File: config.mk
export PLATFORM = sky130hd
export DESIGN_NAME = wmul36_top
export DESIGN_NICKNAME = d
export VERILOG_FILES = /design/src/rtl/wmul_pkg.sv /design/src/rtl/wmul_ctrl.sv /design/src/rtl/wmul_datapath.sv /design/src/rtl/wmul36_top.sv
export SDC_FILE = /design/constraint.sdc
export NUM_CORES = 2
export LEC_CHECK = 0
export BUFFER_PORTS_ARGS = -buffer_cell sky130_fd_sc_hd__buf_2
export CAP_MARGIN = 25
export CORE_MARGIN = 1
export CORE_UTILIZATION = 46
export CTS_BUF_LIST = sky130_fd_sc_hd__clkbuf_4
export DETAILED_ROUTE_END_ITERATION = 12
export GPL_TIMING_DRIVEN = 0
export PLACE_DENSITY = 0.68
export SYNTH_ARGS = -nofsm -noshare
export SYNTH_HDL_FRONTEND = slang
export SYNTH_HIERARCHICAL = 1
export SYNTH_SLANG_ARGS = --single-unit
File: constraint.sdc
create_clock -name clk -period 25.7 [get_ports clk]
set_clock_uncertainty 0.15 [all_clocks]
set_input_delay 1.285 -clock clk [delete_from_list [all_inputs] [get_ports clk]]
set_output_delay 1.285 -clock clk [all_outputs]
set_load 0.05 [all_outputs]
File: src/rtl/wmul_pkg.sv
package wmul_pkg;

  // Load strobes that the control module sends to the datapath, one per stage.
  typedef struct packed {
    logic ldIn;    // capture operands and sign flags
    logic ldPipe;  // capture partial products
    logic ldOut;   // capture the summed product
  } wmul_stb_t;

  localparam int unsigned NUM_PP = 4;

endpackage

File: src/rtl/wmul_ctrl.sv
module wmul_ctrl
  import wmul_pkg::*;
(
  input  logic      clkEn,
  output wmul_stb_t stb
);

  // Every stage moves in lockstep, so the pipe keeps a fixed latency in
  // enabled edges.
  always_comb begin
    stb.ldIn   = clkEn;
    stb.ldPipe = clkEn;
    stb.ldOut  = clkEn;
  end

endmodule

File: src/rtl/wmul_datapath.sv
module wmul_datapath
  import wmul_pkg::*;
#(
  parameter int unsigned HALF_W = 18
) (
  input  logic                  clk,
  input  logic                  aClr,
  input  wmul_stb_t             stb,
  input  logic [2*HALF_W-1:0]   opA,
  input  logic [2*HALF_W-1:0]   opB,
  input  logic                  signA,
  input  logic                  signB,
  output logic [4*HALF_W-1:0]   product
);

  localparam int unsigned OP_W   = 2 * HALF_W;
  localparam int unsigned PROD_W = 2 * OP_W;
  localparam int unsigned PP_W   = 2 * (HALF_W + 1);

  // Stage 1: operands together with their sign flags
  logic [OP_W-1:0] aReg, bReg;
  logic            aSgn, bSgn;

  always_ff @(posedge clk or posedge aClr) begin
    if (aClr) begin
      aReg <= '0;
      bReg <= '0;
      aSgn <= 1'b0;
      bSgn <= 1'b0;
    end else if (stb.ldIn) begin
      aReg <= opA;
      bReg <= opB;
      aSgn <= signA;
      bSgn <= signB;
    end
  end

  // Stage 2: four narrow partial products.
  // Index bit 1 picks the half of A, index bit 0 picks the half of B.
  logic signed [PP_W-1:0]   ppReg  [NUM_PP];
  logic signed [PROD_W-1:0] termSh [NUM_PP];

  for (genvar i = 0; i < NUM_PP; i++) begin : g_pp
    localparam bit          A_HI  = (i / 2) == 1;
    localparam bit          B_HI  = (i % 2) == 1;
    localparam int unsigned SHIFT = (int'(A_HI) + int'(B_HI)) * HALF_W;

    logic signed [HALF_W:0] xa, xb;
    logic signed [PP_W-1:0] ppComb;

    // An upper half is sign-extended by its flag; a lower half is always
    // zero-extended.
    if (A_HI) begin : g_ahi
      assign xa = {aSgn & aReg[OP_W-1], aReg[OP_W-1:HALF_W]};
    end else begin : g_alo
      assign xa = {1'b0, aReg[HALF_W-1:0]};
    end
    if (B_HI) begin : g_bhi
      assign xb = {bSgn & bReg[OP_W-1], bReg[OP_W-1:HALF_W]};
    end else begin : g_blo
      assign xb = {1'b0, bReg[HALF_W-1:0]};
    end

    assign ppComb = xa * xb;

    always_ff @(posedge clk or posedge aClr) begin
      if (aClr)            ppReg[i] <= '0;
      else if (stb.ldPipe) ppReg[i] <= ppComb;
    end

    assign termSh[i] = {{(PROD_W-PP_W){ppReg[i][PP_W-1]}}, ppReg[i]} <<< SHIFT;
  end

  // Stage 3: sum the shifted terms modulo 2^PROD_W
  logic [PROD_W-1:0] sumComb;

  always_comb begin
    sumComb = '0;
    for (int k = 0; k < NUM_PP; k++) sumComb = sumComb + termSh[k];
  end

  always_ff @(posedge clk or posedge aClr) begin
    if (aClr)           product <= '0;
    else if (stb.ldOut) product <= sumComb;
  end

endmodule

File: src/rtl/wmul36_top.sv
module wmul36_top
  import wmul_pkg::*;
#(
  parameter int unsigned HALF_W = 18
) (
  input  logic                clk,
  input  logic                aClr,
  input  logic                clkEn,
  input  logic [2*HALF_W-1:0] opA,
  input  logic [2*HALF_W-1:0] opB,
  input  logic                signA,
  input  logic                signB,
  output logic [4*HALF_W-1:0] product
);

  wmul_stb_t stb;

  wmul_ctrl ctrl_i (
    .clkEn (clkEn),
    .stb   (stb)
  );

  wmul_datapath #(.HALF_W(HALF_W)) dp_i (
    .clk     (clk),
    .aClr    (aClr),
    .stb     (stb),
    .opA     (opA),
    .opB     (opB),
    .signA   (signA),
    .signB   (signB),
    .product (product)
  );

endmodule

# After elaboration in Yosys (flattened, before gate mapping)
# Cells that the tools add are included.
# op_classes
n_bitwise,2
multipliers,4
addsub,3
# op_table
cell,count
adder 72 bit,2
multiplier 19 x 19 -> 38 bit,2
adder 37 x 56 -> 57 bit,1
multiplier 18 x 18 -> 36 bit,1
multiplier 19 x 19 -> 36 bit,1
bitwise AND 1 bit,2
# word_totals
output_inout_bits,72
register_bits,294
elab_cells,18
inputBits,77

# Depth between registers and ports, before layout
# logic_depth
word_depth,3
ltp_mapped,27
ltp_nobuf,27

# Modules after synthesis
# The synthesis kept the hierarchy.
# by_module_without_submodules
module,n_inst,seq_area_each_um2,cells_per_inst,area_each_um2
wmul_datapath,1,7357.1,6712,63068.0
wmul_ctrl,1,0.0,3,22.5

# Least setup slack after synthesis
# OpenSTA, ideal clock, no wires.
# synth_timing
kind,register to register
from,reg dp_i.aReg[35]
to,reg dp_i/ppReg[72] in the netlist's numbering
arrival_ps,6610
path_stages_with_launch,27
path_buffers,2
required_ps,25425
setup_slack_ps,18815
period_less_slack_ps,6885
setup_ps,125
path_cell_list,dfrtp_1 > and2_1 > clkbuf_1 > clkbuf_1 > nand2_1 > fa_1 > inv_1 > fa_1 > inv_1 > fa_1 > inv_1 > fa_1 > fa_1 > inv_1 > fa_1 > inv_1 > ha_1 > a21o_1 > a21o_1 > a2111oi_4 > o21ai_2 > a2111o_1 > o211ai_2 > nand3b_1 > a21oi_1 > xnor2_1 > mux2_2
# synth_between
elab_chain_len,2
# synth_rtl
element,line,text
"start, declared",wmul_datapath.sv:21,"logic [OP_W-1:0] aReg, bReg;"
"start signal, assigned",wmul_datapath.sv:31,aReg <= opA;
bitwise AND 1 bit,wmul_datapath.sv:54,"assign xa = {aSgn & aReg[OP_W-1], aReg[OP_W-1:HALF_W]};"
multiplier 19 x 19 -> 38 bit (*),wmul_datapath.sv:64,assign ppComb = xa * xb;
"end signal, assigned by index",wmul_datapath.sv:68,else if (stb.ldPipe) ppReg[i] <= ppComb;
"end, declared",wmul_datapath.sv:40,logic signed [PP_W-1:0] ppReg [NUM_PP];
# Every way passes the cells marked *; elsewhere a longest branch is shown, timed or not.
# A chain may end at the register's enable or synchronous reset.

# Worst setup path in the final report
# layout_timing
from,reg dp_i.bReg[21]
to,reg dp_i/ppReg[34] in the netlist's numbering
# layout_between
elab_chain_len,1
# layout_rtl
element,line,text
"start, declared",wmul_datapath.sv:21,
"start signal, assigned",wmul_datapath.sv:32,bReg <= opB;
multiplier 19 x 19 -> 36 bit,wmul_datapath.sv:64,
# Every way passes these cells.

==> results.py <==
metrics = {
    "run_status": {
        "status": "completed",
    },
    "synth": {
        "async_reset_ff_share_pct": 100,
        "synth.area.top_cells": "fa_1 40%, dfrtp_1 12%, ha_1 11%, inv_1 8.9%, and2_1 5.5%",
        "synth_seq_cells": 294,
        "ys_warn_count": 6,
        "synthDominantCellAreaShare_pct": 39.7,
        "synth_most_common_cell": "inv_1",
        "syn_nets": 8615,
        "ys_seq_area_share_pct": 11.7,
        "dominantRegCellSynth": "dfrtp_1",
        "syn_area_um2": 63100,
        "syn-instance-count": 6715,
        "synth_common_cells": "1499 x inv_1, 1251 x fa_1, 863 x nand2_1",
        "post_synth_num_cell_types": 85,
        "yosys.area.top_type": "fa_1",
        "synth-edff-count": 0,
        "avgSynthCellArea_um2": 9.40,
    },
    "timing": {
        "rsz0062_at_grt": "false",
        "period_share_pct": 35.1,
        "report.final.slew_viol_count": 0,
        "maxSlewHeadroom_pct": 15.6,
        "timing_hold_violations_final": 0,
        "worstMarginPinSlew_ns": 1.27,
        "fmax_ghz": 0.111,
        "period_minus_slack_ns": 9.01,
        "setup_violations": 0,
        "tns_ns": 0,
    },
    "die": {
        "rows": 135,
        "die_w_um": 372,
        "initial_core_util_pct": 46.5,
        "io_pins": 149,
        "coreArea_um2": 136000,
        "die_height_um": 372,
        "dieArea_um2": 139000,
    },
    "cts": {
        "cts.clk_slew.worst_paths_ns": 0.07,
        "htreeDepth": 3,
        "cts_hold_buffers": 0,
        "clock-sinks": 294,
        "cts_tree": "built",
        "numCtsBuffers": 91,
        "postCtsSetupBuffers": 0,
        "ctsResizeCount": 0,
        "clk_latency_ns": 1.16,
        "clk_path_buf_depth": 3,
        "cts_root_buf": "clkbuf_4",
    },
    "route": {
        "ant_nets": 0,
        "vias": 49600,
        "drc": 0,
        "viasPerCell": 5.60,
        "first_pass_iters": 6,
        "drt_wl_total_um": 231000,
        "drtIter0Drc": 5002,
        "wire_per_inst_um": 26.1,
    },
    "global_routing": {
        "grt_pass1_wl_um": 334000,
        "grt.overflow.total": 0,
        "grt_util_all_layers_pct": 34.0,
        "antenna_found_initial": 43,
        "grt_max_degree": 114,
        "grt_pass1_vias": 51100,
    },
    "critical_path": {
        "cp_cell_sequence": "clkbuf_1 -> clkbuf_1 -> and2_1 -> fa_1 -> fa_1 -> inv_1 -> fa_1 -> inv_1 -> fa_1 -> inv_1 -> fa_1 -> fa_1 -> inv_1 -> ha_1 -> ha_1 -> or3_1 -> a311oi_1 -> nor3_1 -> o2111ai_1 -> a21oi_1 -> o311ai_2 -> a21boi_0 -> xnor2_1 -> a21oi_1",
        "worst_path_largest_cell_delay_ns": 0.92,
        "critPathLaunchType": "flop",
        "regToRegStartpoint": "dp_i/bReg[21]$_DFFE_PP0P_",
        "cp-end-kind": "flop",
        "required_ns": 26.45,
        "crit_arrival_ns": 9.76,
        "crit_family": "adder cells",
        "crit_type": "flop to flop",
        "critPathLaunch": "dp_i/bReg[21]$_DFFE_PP0P_",
        "cp_max_fo": 10,
        "cp_common_cell": "fa_1",
        "critPathSlowestCell": "clkbuf_1",
        "crit_buf_inv": 6,
    },
    "place": {
        "hpwl_um": 191000,
        "portBuffers": 147,
        "gp_congestion": 1.05,
    },
    "hold_path": {
        "min_path_type": "primary input to asynchronous set/reset pin",
    },
    "final_layout": {
        "drive_above_1_share_pct": 8.79,
        "area_growth_syn_to_layout_pct": 7.90,
        "nets": 8906,
    },
    "run": {
        "cap_violations": 0,
    },
}
-- sequential cells by signal, indices dropped and copies added (netlist names) --
register	cells
dp_i/bReg	36
dp_i/aSgn	1
dp_i/ppReg	148
dp_i/product	72
dp_i/aReg	36
dp_i/bSgn	1
-- area by class of cell --
type,instances,area (µm²)
Antenna cell,19,47.5
Sequential cell,294,7360
Buffer,344,1310
Clock buffer,120,901
Timing Repair Buffer,198,1530
Fill cell,12900,67700
Inverter,1501,5640
Tap cell,1781,2230
Clock inverter,32,262
Multi-Input combinational cell,4576,48800
-- cell usage in the layout (no fill, tap or decap), types with 42 or more instances in the layout --
| cell type | instances |
|---|---|
| inv_1 | 1498 |
| fa_1 | 1251 |
| nand2_1 | 863 |
| ha_1 | 572 |
| and2_1 | 558 |
| clkbuf_1 | 327 |
| dfrtp_1 | 294 |
| mux2_2 | 228 |
| a21oi_1 | 171 |
| buf_2 | 152 |
| xnor2_1 | 140 |
| nor2_1 | 123 |
| clkbuf_4 | 120 |
| a21o_1 | 82 |
| o21ai_0 | 76 |
| nand3_1 | 44 |
| xor2_1 | 42 |
-- through the flow --
| stage | util [%] | area, µm² | setup slack [ns] | hold WS (ns) | cells |
|---|---|---|---|---|---|
| floorplan | - | 63100 | 16.15 | 0.303 | 6715 |
| global placement | 48.6 | 66100 | 11.58 | 0.311 | 8643 |
| detailed placement | 49.1 | 66700 | 16.92 | 0.314 | 8679 |
| CTS | 49.9 | 67800 | 16.84 | 0.132 | 8831 |
| global route | 50.1 | 68000 | 16.59 | 0.178 | 8853 |
| finish | 50.1 | 68100 | 16.69 | 0.169 | 8865 |
-- worst register-to-register path, stage by stage (launching register included) --
cell and delay (ns):
dfrtp_1 0.34, clkbuf_1 0.73, clkbuf_1 0.92, and2_1 0.26, fa_1 0.45, fa_1 0.53, inv_1 0.06, fa_1 0.48
inv_1 0.06, fa_1 0.53, inv_1 0.07, fa_1 0.49, fa_1 0.52, inv_1 0.05, ha_1 0.27, ha_1 0.22
or3_1 0.38, a311oi_1 0.34, nor3_1 0.17, o2111ai_1 0.39, a21oi_1 0.21, o311ai_2 0.50, a21boi_0 0.20, xnor2_1 0.33
a21oi_1 0.11
-- cell families (layout without fill, tap and decap cells) --
logic type,count (synthesis),count (layout),share of synthesized area [%]
other,0,19,0
buffers and inverters,1845,2195,11.0
muxes,231,231,4.12
and+or+nand+nor,1760,1760,13.5
xor gates and xnor gates,183,183,2.56
adders and majority gates,1823,1823,51.0
DFF,294,294,11.7
AOI/OAI and AO/OA,579,579,6.16
-- path summary, 6_finish.rpt --
kind                            slack [ns]  depth (start not counted)                      endpoint
worst min-delay path                  0.17                          2  dp_i/product[36]$_DFFE_PP0P_
min in group clk                      0.21                          2      dp_i/aReg[6]$_DFFE_PP0P_
worst max-delay path                 16.69                         24    dp_i/ppReg[34]$_DFFE_PP0P_
worst max register to register       16.69                         24    dp_i/ppReg[34]$_DFFE_PP0P_
max in group asynchronous            23.68                          4   dp_i/ppReg[127]$_DFFE_PP0P_
worst min register to register        0.32                          1  dp_i/product[23]$_DFFE_PP0P_
-- metal layers --
layer / vias to the layer above / share of wire, % / global-route usage (%)
met5: - / 0.14 / 0
met1: 25300 / 38 / 44.0
met3: 629 / 12 / 10.3
met2: 2777 / 43 / 50.4
li1: 20900 / - / -
met4: 26 / 6.6 / 19.6
Power is left out: the tool's default activity adds up to more than one toggle a clock period on the data nets, which glitch-free logic cannot reach.
